<file path="config.mk">
export PLATFORM = sky130hd
export DESIGN_NAME = port_led_fmt
export DESIGN_NICKNAME = d
export VERILOG_FILES = /design/src/rtl/port_led_fmt.sv
export SDC_FILE = /design/constraint.sdc
export NUM_CORES = 1
export LEC_CHECK = 0
export BUFFER_PORTS_ARGS = -buffer_cell sky130_fd_sc_hd__buf_4
export CAP_MARGIN = 20
export CELL_PAD_IN_SITES_DETAIL_PLACEMENT = 0
export CELL_PAD_IN_SITES_GLOBAL_PLACEMENT = 2
export CORE_MARGIN = 4
export CORE_UTILIZATION = 27
export CTS_BUF_LIST = sky130_fd_sc_hd__clkbuf_8
export DETAILED_ROUTE_END_ITERATION = 16
export PLACE_DENSITY = 0.94
export SLEW_MARGIN = 20
export SYNTH_ARGS = -nofsm -noshare
export SYNTH_HDL_FRONTEND = slang
export SYNTH_SLANG_ARGS = --single-unit
export TNS_END_PERCENT = 50
</file>
<file path="constraint.sdc">
create_clock -name clk -period 9.1 [get_ports clk]
set_input_delay 1.365 -clock clk [delete_from_list [all_inputs] [get_ports clk]]
set_output_delay 1.365 -clock clk [all_outputs]
set_load 0.02 [all_outputs]
</file>
<file path="src/rtl/port_led_fmt.sv">
module port_led_fmt #(
  parameter int NPORTS = 8,
  parameter int STW    = 6,
  parameter int RATEW  = 8
) (
  input  logic                   clk,
  input  logic                   rst_n,
  input  logic [NPORTS-1:0]      tx_act_i,
  input  logic [NPORTS-1:0]      rx_act_i,
  input  logic [NPORTS*STW-1:0]  status_i,
  input  logic [3:0]             layout_i,
  input  logic [NPORTS-1:0]      port_en_i,
  input  logic [RATEW-1:0]       blink_rate_i,
  input  logic                   latch_tick_i,
  output logic [NPORTS*STW-1:0]  fld_bits_o,
  output logic [NPORTS*3-1:0]    fld_len_o,
  output logic [NPORTS-1:0]      fld_en_o
);

  localparam int LENW = 3;

  logic [RATEW-1:0]  win_cnt;
  logic [NPORTS-1:0] tx_seen, rx_seen, tx_show, rx_show;

  wire rate_on = (blink_rate_i != '0);
  wire win_run = latch_tick_i && rate_on;
  wire win_end = win_run && (win_cnt >= blink_rate_i - 1'b1);

  always_ff @(posedge clk or negedge rst_n) begin
    if (!rst_n) begin
      win_cnt <= '0;
      tx_seen <= '0;
      rx_seen <= '0;
      tx_show <= '0;
      rx_show <= '0;
    end else if (rate_on) begin
      if (win_run) win_cnt <= win_end ? '0 : win_cnt + 1'b1;
      if (win_end) begin
        tx_show <= tx_seen | tx_act_i;
        rx_show <= rx_seen | rx_act_i;
        tx_seen <= '0;
        rx_seen <= '0;
      end else begin
        tx_seen <= tx_seen | tx_act_i;
        rx_seen <= rx_seen | rx_act_i;
      end
    end
  end

  logic [1:0] pre_n;
  logic [2:0] st_n;
  logic       legal;

  always_comb begin
    legal = 1'b1;
    pre_n = 2'd0;
    st_n  = 3'd0;
    case (layout_i)
      4'h0: st_n = 3'd1;
      4'h1: st_n = 3'd2;
      4'h2: st_n = 3'd4;
      4'h3: st_n = 3'd6;
      4'h4: begin pre_n = 2'd1; st_n = 3'd1; end
      4'h5: begin pre_n = 2'd1; st_n = 3'd2; end
      4'h6: begin pre_n = 2'd1; st_n = 3'd4; end
      4'h8: begin pre_n = 2'd2; st_n = 3'd1; end
      4'h9: begin pre_n = 2'd2; st_n = 3'd2; end
      4'hA: begin pre_n = 2'd2; st_n = 3'd4; end
      default: legal = 1'b0;
    endcase
  end

  logic [STW-1:0] st_mask;
  always_comb
    for (int i = 0; i < STW; i++) st_mask[i] = (i < int'(st_n));

  for (genvar p = 0; p < NPORTS; p++) begin : g_port
    logic [STW-1:0] pre_bits, word;
    wire live = port_en_i[p] && legal;

    always_comb begin
      pre_bits = '0;
      if (pre_n == 2'd1) pre_bits[0] = tx_show[p] | rx_show[p];
      else if (pre_n == 2'd2) pre_bits[1:0] = {rx_show[p], tx_show[p]};
    end

    assign word = pre_bits | ((status_i[p*STW +: STW] & st_mask) << pre_n);
    assign fld_bits_o[p*STW +: STW]  = live ? word : '0;
    assign fld_len_o[p*LENW +: LENW] = live ? LENW'(pre_n) + st_n : '0;
    assign fld_en_o[p] = port_en_i[p];

    a_r8_len_bound: assert property (@(posedge clk) disable iff (!rst_n)
      fld_len_o[p*LENW +: LENW] <= 3'd6);
    a_r4_reserved_empty: assert property (@(posedge clk) disable iff (!rst_n)
      (layout_i inside {4'h7, [4'hB:4'hF]}) |-> (fld_len_o[p*LENW +: LENW] == '0 && fld_bits_o[p*STW +: STW] == '0));
  end

  a_r7_frozen: assert property (@(posedge clk) disable iff (!rst_n)
    (blink_rate_i == '0) |=> ($stable(tx_show) && $stable(rx_show) && $stable(win_cnt)));
  a_r6_rise_on_tick: assert property (@(posedge clk) disable iff (!rst_n)
    (|((tx_show | rx_show) & ~$past(tx_show | rx_show))) |-> $past(latch_tick_i));

endmodule

</file>
# After elaboration in Yosys (flattened, before gate mapping)
# Index checks and enable logic that the tools add are counted.
classes:
  addsub: 3
  mul: 0
  div_mod_pow: 0
  n_lt_le_gt_ge: 7
  n_eq_ne: 11
  shifts: 8
  mux: 46
  bitwise: 26
  reduce_logical: 20
op_table:
  columns: ["op", "n"]
  rows:
  - ["$and A6 B6 Y6", 8]
  - ["$mux W6", 8]
  - ["$or A2 B6 Y6", 8]
  - ["$shl A6 B2 Y6", 8]
  - ["$mux W3", 8]
  - ["$mux W8", 3]
  - ["$mux W1", 17]
  - ["$mux W2", 8]
  - ["$or A8 B8 Y8", 2]
  - ["$reduce_or A3 Y1", 5]
  - ["$eq A4 B3 Y1 const B", 3]
  - ["$eq A4 B4 Y1 const B", 3]
  - ["$pmux W3 S4", 1]
  - ["$logic_and A1 B1 Y1", 10]
  - ["$reduce_or A10 Y1", 1]
  - ["$add A8 B1 Y8 const B", 1]
  - ["$eq A4 B2 Y1 const B", 2]
  - ["$ge A8 B8 Y1", 1]
  - ["$or A1 B1 Y1", 8]
  - ["$reduce_bool A8 Y1", 1]
  - ["$sub A8 B1 Y8 const B", 1]
  - ["$lt A1 B3 Y1 const A", 2]
  - ["$lt A2 B3 Y1 const A", 2]
  - ["$lt A3 B3 Y1 const A", 2]
  - ["7 further kinds", 8]
word_totals:
  reg_bits: 40
  latchBits: 0
  mem_bits_rw: 0
  romBits: 0
  input_bits: 87
  output_inout_bits: 80
  elab_cells: 126
  mem_count: 0

# Logic depth before layout (Yosys ltp)
logic_depth:
  word_depth: 8
  ltp_mapped: 13
  ltp_nobuf: 11

# Worst setup path before layout
# OpenSTA, ideal clock, no wires.
synth_timing:
  path_kind: "input-to-output"
  from: "input layout_i[0]"
  to: "output fld_len_o[11]"
  t_arrival_ns: 3.599
  t_required_ns: 7.735
  path_slack_ns: 4.136
  cell_stages: 11
  n_path_buf: 3
  path_cell_list: "clkbuf_1 -> nand2_1 -> clkbuf_1 -> nand2_1 -> inv_1 -> buf_2 -> ha_1 -> inv_1 -> fa_1 -> xnor2_1 -> nor2_1"
synth_between:
  elab_chain_len: 5
  word_cells_on_any_way: 22
  cone_classes: "add/sub (1); eq/ne (9); mux (4); reduce/logical (8)"
synth_rtl:
  columns: ["item", "line", "text"]
  rows:
  - ["start, declared", "11", "input logic [3:0] layout_i,"]
  - ["$eq A4 B4 Y1, or another cell as far along", "58", "case (layout_i)"]
  - ["$reduce_or A3 Y1 (no source line) / $reduce_or A10 Y1 (equally long branches)", null, null]
  - ["$pmux W3 S4, or another cell as far along", "58", null]
  - ["$add A2 B3 Y3 / $logic_and A1 B1 Y1 (equally long branches)", "89, 79", null]
  - ["$mux W3 (*)", "89", "assign fld_len_o[p*LENW +: LENW] = live ? LENW'(pre_n) + st_n : '0;"]
  - ["end, declared", "16", "output logic [NPORTS*3-1:0] fld_len_o,"]
# Mark *: on every way between the ends. The rest lies on a longest branch, timed or not.

# Worst setup path after layout
layout_timing:
  from: "input layout_i[2]"
  to: "output fld_len_o[2]"
# Same word-level chain as after synthesis.

==> results.sh <==
export IMPL_nets=697
export IMPL_cp_required_ns=7.74
export IMPL_grt_antenna_before_repair=0
export IMPL_antennaDiodeCount=0
export IMPL_hold_slack_ns=0.499
export IMPL_firstDrtPassIters=5
export IMPL_ys_seq_area_share_pct=28.8
export IMPL_multi_input_area_um2=2240
export IMPL_grt_pass1_vias=3859
export IMPL_fill_cells=1339
export IMPL_hold_viol_final=0
export IMPL_p_clk_share_pct=16.1
export IMPL_critPathLaunchType="input port"
export IMPL_utilization_pct=38.4
export IMPL_worstPathArrival_ns=4.77
export IMPL_maxSlewHeadroom_pct=46.7
export IMPL_ys_warn_count=0
export IMPL_cts_sinks=40
export IMPL_grt_overflow_total=0
export IMPL_rsz0062_at_grt="false"
export IMPL_routedWlPerCell_um=18.1
export IMPL_worst_clock_skew_ns=0.00335
export IMPL_worst_slew_pin_slew_ns=0.797
export IMPL_ff_latch_area_um2=1000
export IMPL_worstSkewPairLatency_ns=0.28
export IMPL_gp_congestion=0.904
export IMPL_syn_nets=562
export IMPL_h_tree_depth=2
export IMPL_busiest_layer="met2"
export IMPL_post_cts_buffers=0
export IMPL_root_buffer="clkbuf_8"
export IMPL_cts_hold_buf=0
export IMPL_synth_edf_count=0
export IMPL_async_flop_share_pct=100
export IMPL_p_sw_uw=298
export IMPL_syn_cell_area_um2=3480
export IMPL_max_freq_mhz=163
export IMPL_drv_cap=0
export IMPL_crit_fanout=26
export IMPL_numPortBuffers=166
export IMPL_core_um2=12600
export IMPL_grt_pass1_wl_um=21100
export IMPL_rows=41
export IMPL_finalCriticalPeriod_ns=6.13
export IMPL_yosysUniqueCellTypes=42
export IMPL_routed_via_density=5.22
export IMPL_vias=4022
export IMPL_switching_share_pct=40.1
export IMPL_hold_class="register to register"
export IMPL_drc=0
export IMPL_ctsResizeCount=0
export IMPL_dp_hpwl_um=11200
export IMPL_path_clk_slew_ns=0.07
export IMPL_hp_start="rx_seen[7]"
export IMPL_grt_max_degree=42
export IMPL_fp_dieH_um=121
export IMPL_clockBufferDepth=2
export IMPL_fin_crit_sh_pct=67.4
export IMPL_critPathKind="input port to primary output"
export IMPL_syn_to_final_growth_pct=39.3
export IMPL_synth_seq_cells=40
export IMPL_use_met2_pct=31.3
export IMPL_p_seq_share_pct=39.8
export IMPL_p_int_uw=446
export IMPL_met3_usage_pct=2.70
export IMPL_ios=167
export IMPL_syn_mean_instance_area_um2=7.51
export IMPL_p_comb_share_pct=44.1
export IMPL_slew_violations=0
export IMPL_synth_top_flop_cell="dfrtp_1"
export IMPL_p_per_area_nw_per_um2=153
export IMPL_crit_path_start="layout_i[2]"
export IMPL_leakagePower_uw=0.00214
export IMPL_setup_viol_count_final=0
export IMPL_reg2reg_from="win_cnt[0]"
export IMPL_fin_setup_tns_ns=0
export IMPL_start_util_pct=27.5
export IMPL_postRouteAntennaNets=0
export IMPL_drive_gt1_share_pct=33.2
export IMPL_grt_usage_pct=17.9
export IMPL_numCtsBuffers=5
export IMPL_wirelength_um=14000
export IMPL_die_w_um=121
export IMPL_cts_tree="built"
export IMPL_drt_iter0_markers=243
export IMPL_status="finished clean"
export IMPL_peakVddDrop_uv=99.8
export IMPL_endpoint_kind="primary output"
export IMPL_grtUsageMet1_pct=23.1
export IMPL_fp_dieArea_um2=14800
export IMPL_syn_inst=463
## worst paths after layout
| path | cells past startpoint | endpoint | slack (ns) |
|---|---|---|---|
| min reg2reg | 2 | rx_seen[7] | 0.50 |
| max | 10 | fld_len_o[2] | 2.97 |
| max reg2reg | 8 | rx_show[1] | 6.71 |
| min in group asynchronous | 1 | tx_seen[2] | 1.05 |
| max in group asynchronous | 1 | win_cnt[6] | 7.70 |
| min | 2 | rx_seen[7] | 0.50 |
## cells in the mapped netlist (3+ instances only)
master / instances / area [um^2]
o21ai_0: 14 / 70.1
a21boi_0: 8 / 60.1
nand4_1: 9 / 56.3
a2bb2oi_1: 9 / 78.8
a21oi_2: 14 / 123
buf_4: 8 / 60.1
nor2b_1: 8 / 50.1
nor3_1: 5 / 25.0
a31oi_1: 8 / 50.1
a22o_1: 12 / 105
clkbuf_1: 20 / 75.1
o21a_1: 4 / 30.0
o21ai_1: 3 / 15.0
and3_1: 18 / 113
inv_1: 5 / 18.8
nand3_1: 20 / 100
a21oi_1: 55 / 275
o31ai_1: 9 / 67.6
xnor2_1: 6 / 52.6
ha_1: 11 / 138
a22oi_1: 8 / 60.1
nor2_1: 99 / 372
dfrtp_1: 40 / 1000
buf_1: 5 / 18.8
a211oi_1: 24 / 180
nand2_1: 15 / 56.3
buf_6: 4 / 45.0
buf_2: 4 / 20.0
## state kept, by name (all words and copies together) (netlist names)
register and flops:
tx_seen 8, rx_seen 8, win_cnt 8, rx_show 8, tx_show 8
## metal layers
metal  routed length, um  share of wire [%]
met3                1100                7.9
met5                   0                  0
met2                6910                 50
met1                5730                 41
met4                 221                1.6
## cells in the final DEF (no fill, tap or decap), drive strengths merged, types with 4 or more instances in the layout
cell | Yosys | layout
a211oi | 24 | 24
a21boi | 8 | 8
a21oi | 69 | 69
a22o | 12 | 12
a22oi | 8 | 8
a2bb2oi | 9 | 9
a31oi | 8 | 8
and3 | 18 | 18
buf | 21 | 169
clkbuf | 20 | 6
dfrtp | 40 | 40
ha | 11 | 11
inv | 6 | 6
nand2 | 15 | 15
nand3 | 20 | 20
nand4 | 9 | 9
nor2 | 99 | 99
nor2b | 8 | 8
nor3 | 5 | 5
o21a | 4 | 4
o21ai | 17 | 17
o31ai | 9 | 9
xnor2 | 6 | 6
## power by group through the flow
stage	clock network (uW)	logic [uW]	registers (uW)
finish	120	328	296
global route	130	368	306
CTS	125	330	295
detailed placement	0	330	298
global placement	0	321	296
floorplan	0	224	282
## critical path, stage by stage
cell and delay (ns):
buf_4 0.17, nor2b_1 0.50, nand2_1 0.44, inv_1 0.70
ha_1 0.26, inv_1 0.05, fa_1 0.37, xnor2_1 0.63
nor2_1 0.09, buf_4 0.19
## logic make-up after synthesis
kind of cell / share of synthesized area (%)
AND/OR/NAND/NOR: 24.8
AO/OA/AOI/OAI: 32.8
buffers and inverters: 6.95
flip-flops: 28.8
adder cells (fa/ha/maj): 4.54
XOR/XNOR: 1.76
multiplexers: 0.324
## stage by stage
stage | cells | worst slack [ns] | instance area, um^2 | power, uW
after floorplan | 463 | 4.14 | 3480 | 507
after global placement | 763 | 3.13 | 4750 | 617
after detailed placement | 763 | 3.02 | 4750 | 628
after CTS | 771 | 3.04 | 4840 | 750
after global routing | 771 | 2.60 | 4840 | 805
final | 771 | 2.97 | 4840 | 743
## cell type report
type	instances	area share (%)
Tap cell	172	4.44
Multi-Input combinational cell	376	46.3
Timing Repair Buffer	169	26.2
Clock buffer	6	1.70
Clock inverter	2	0.207
Sequential cell	40	20.7
Inverter	6	0.465
No activity file was read; power rests on OpenSTA's default activity.
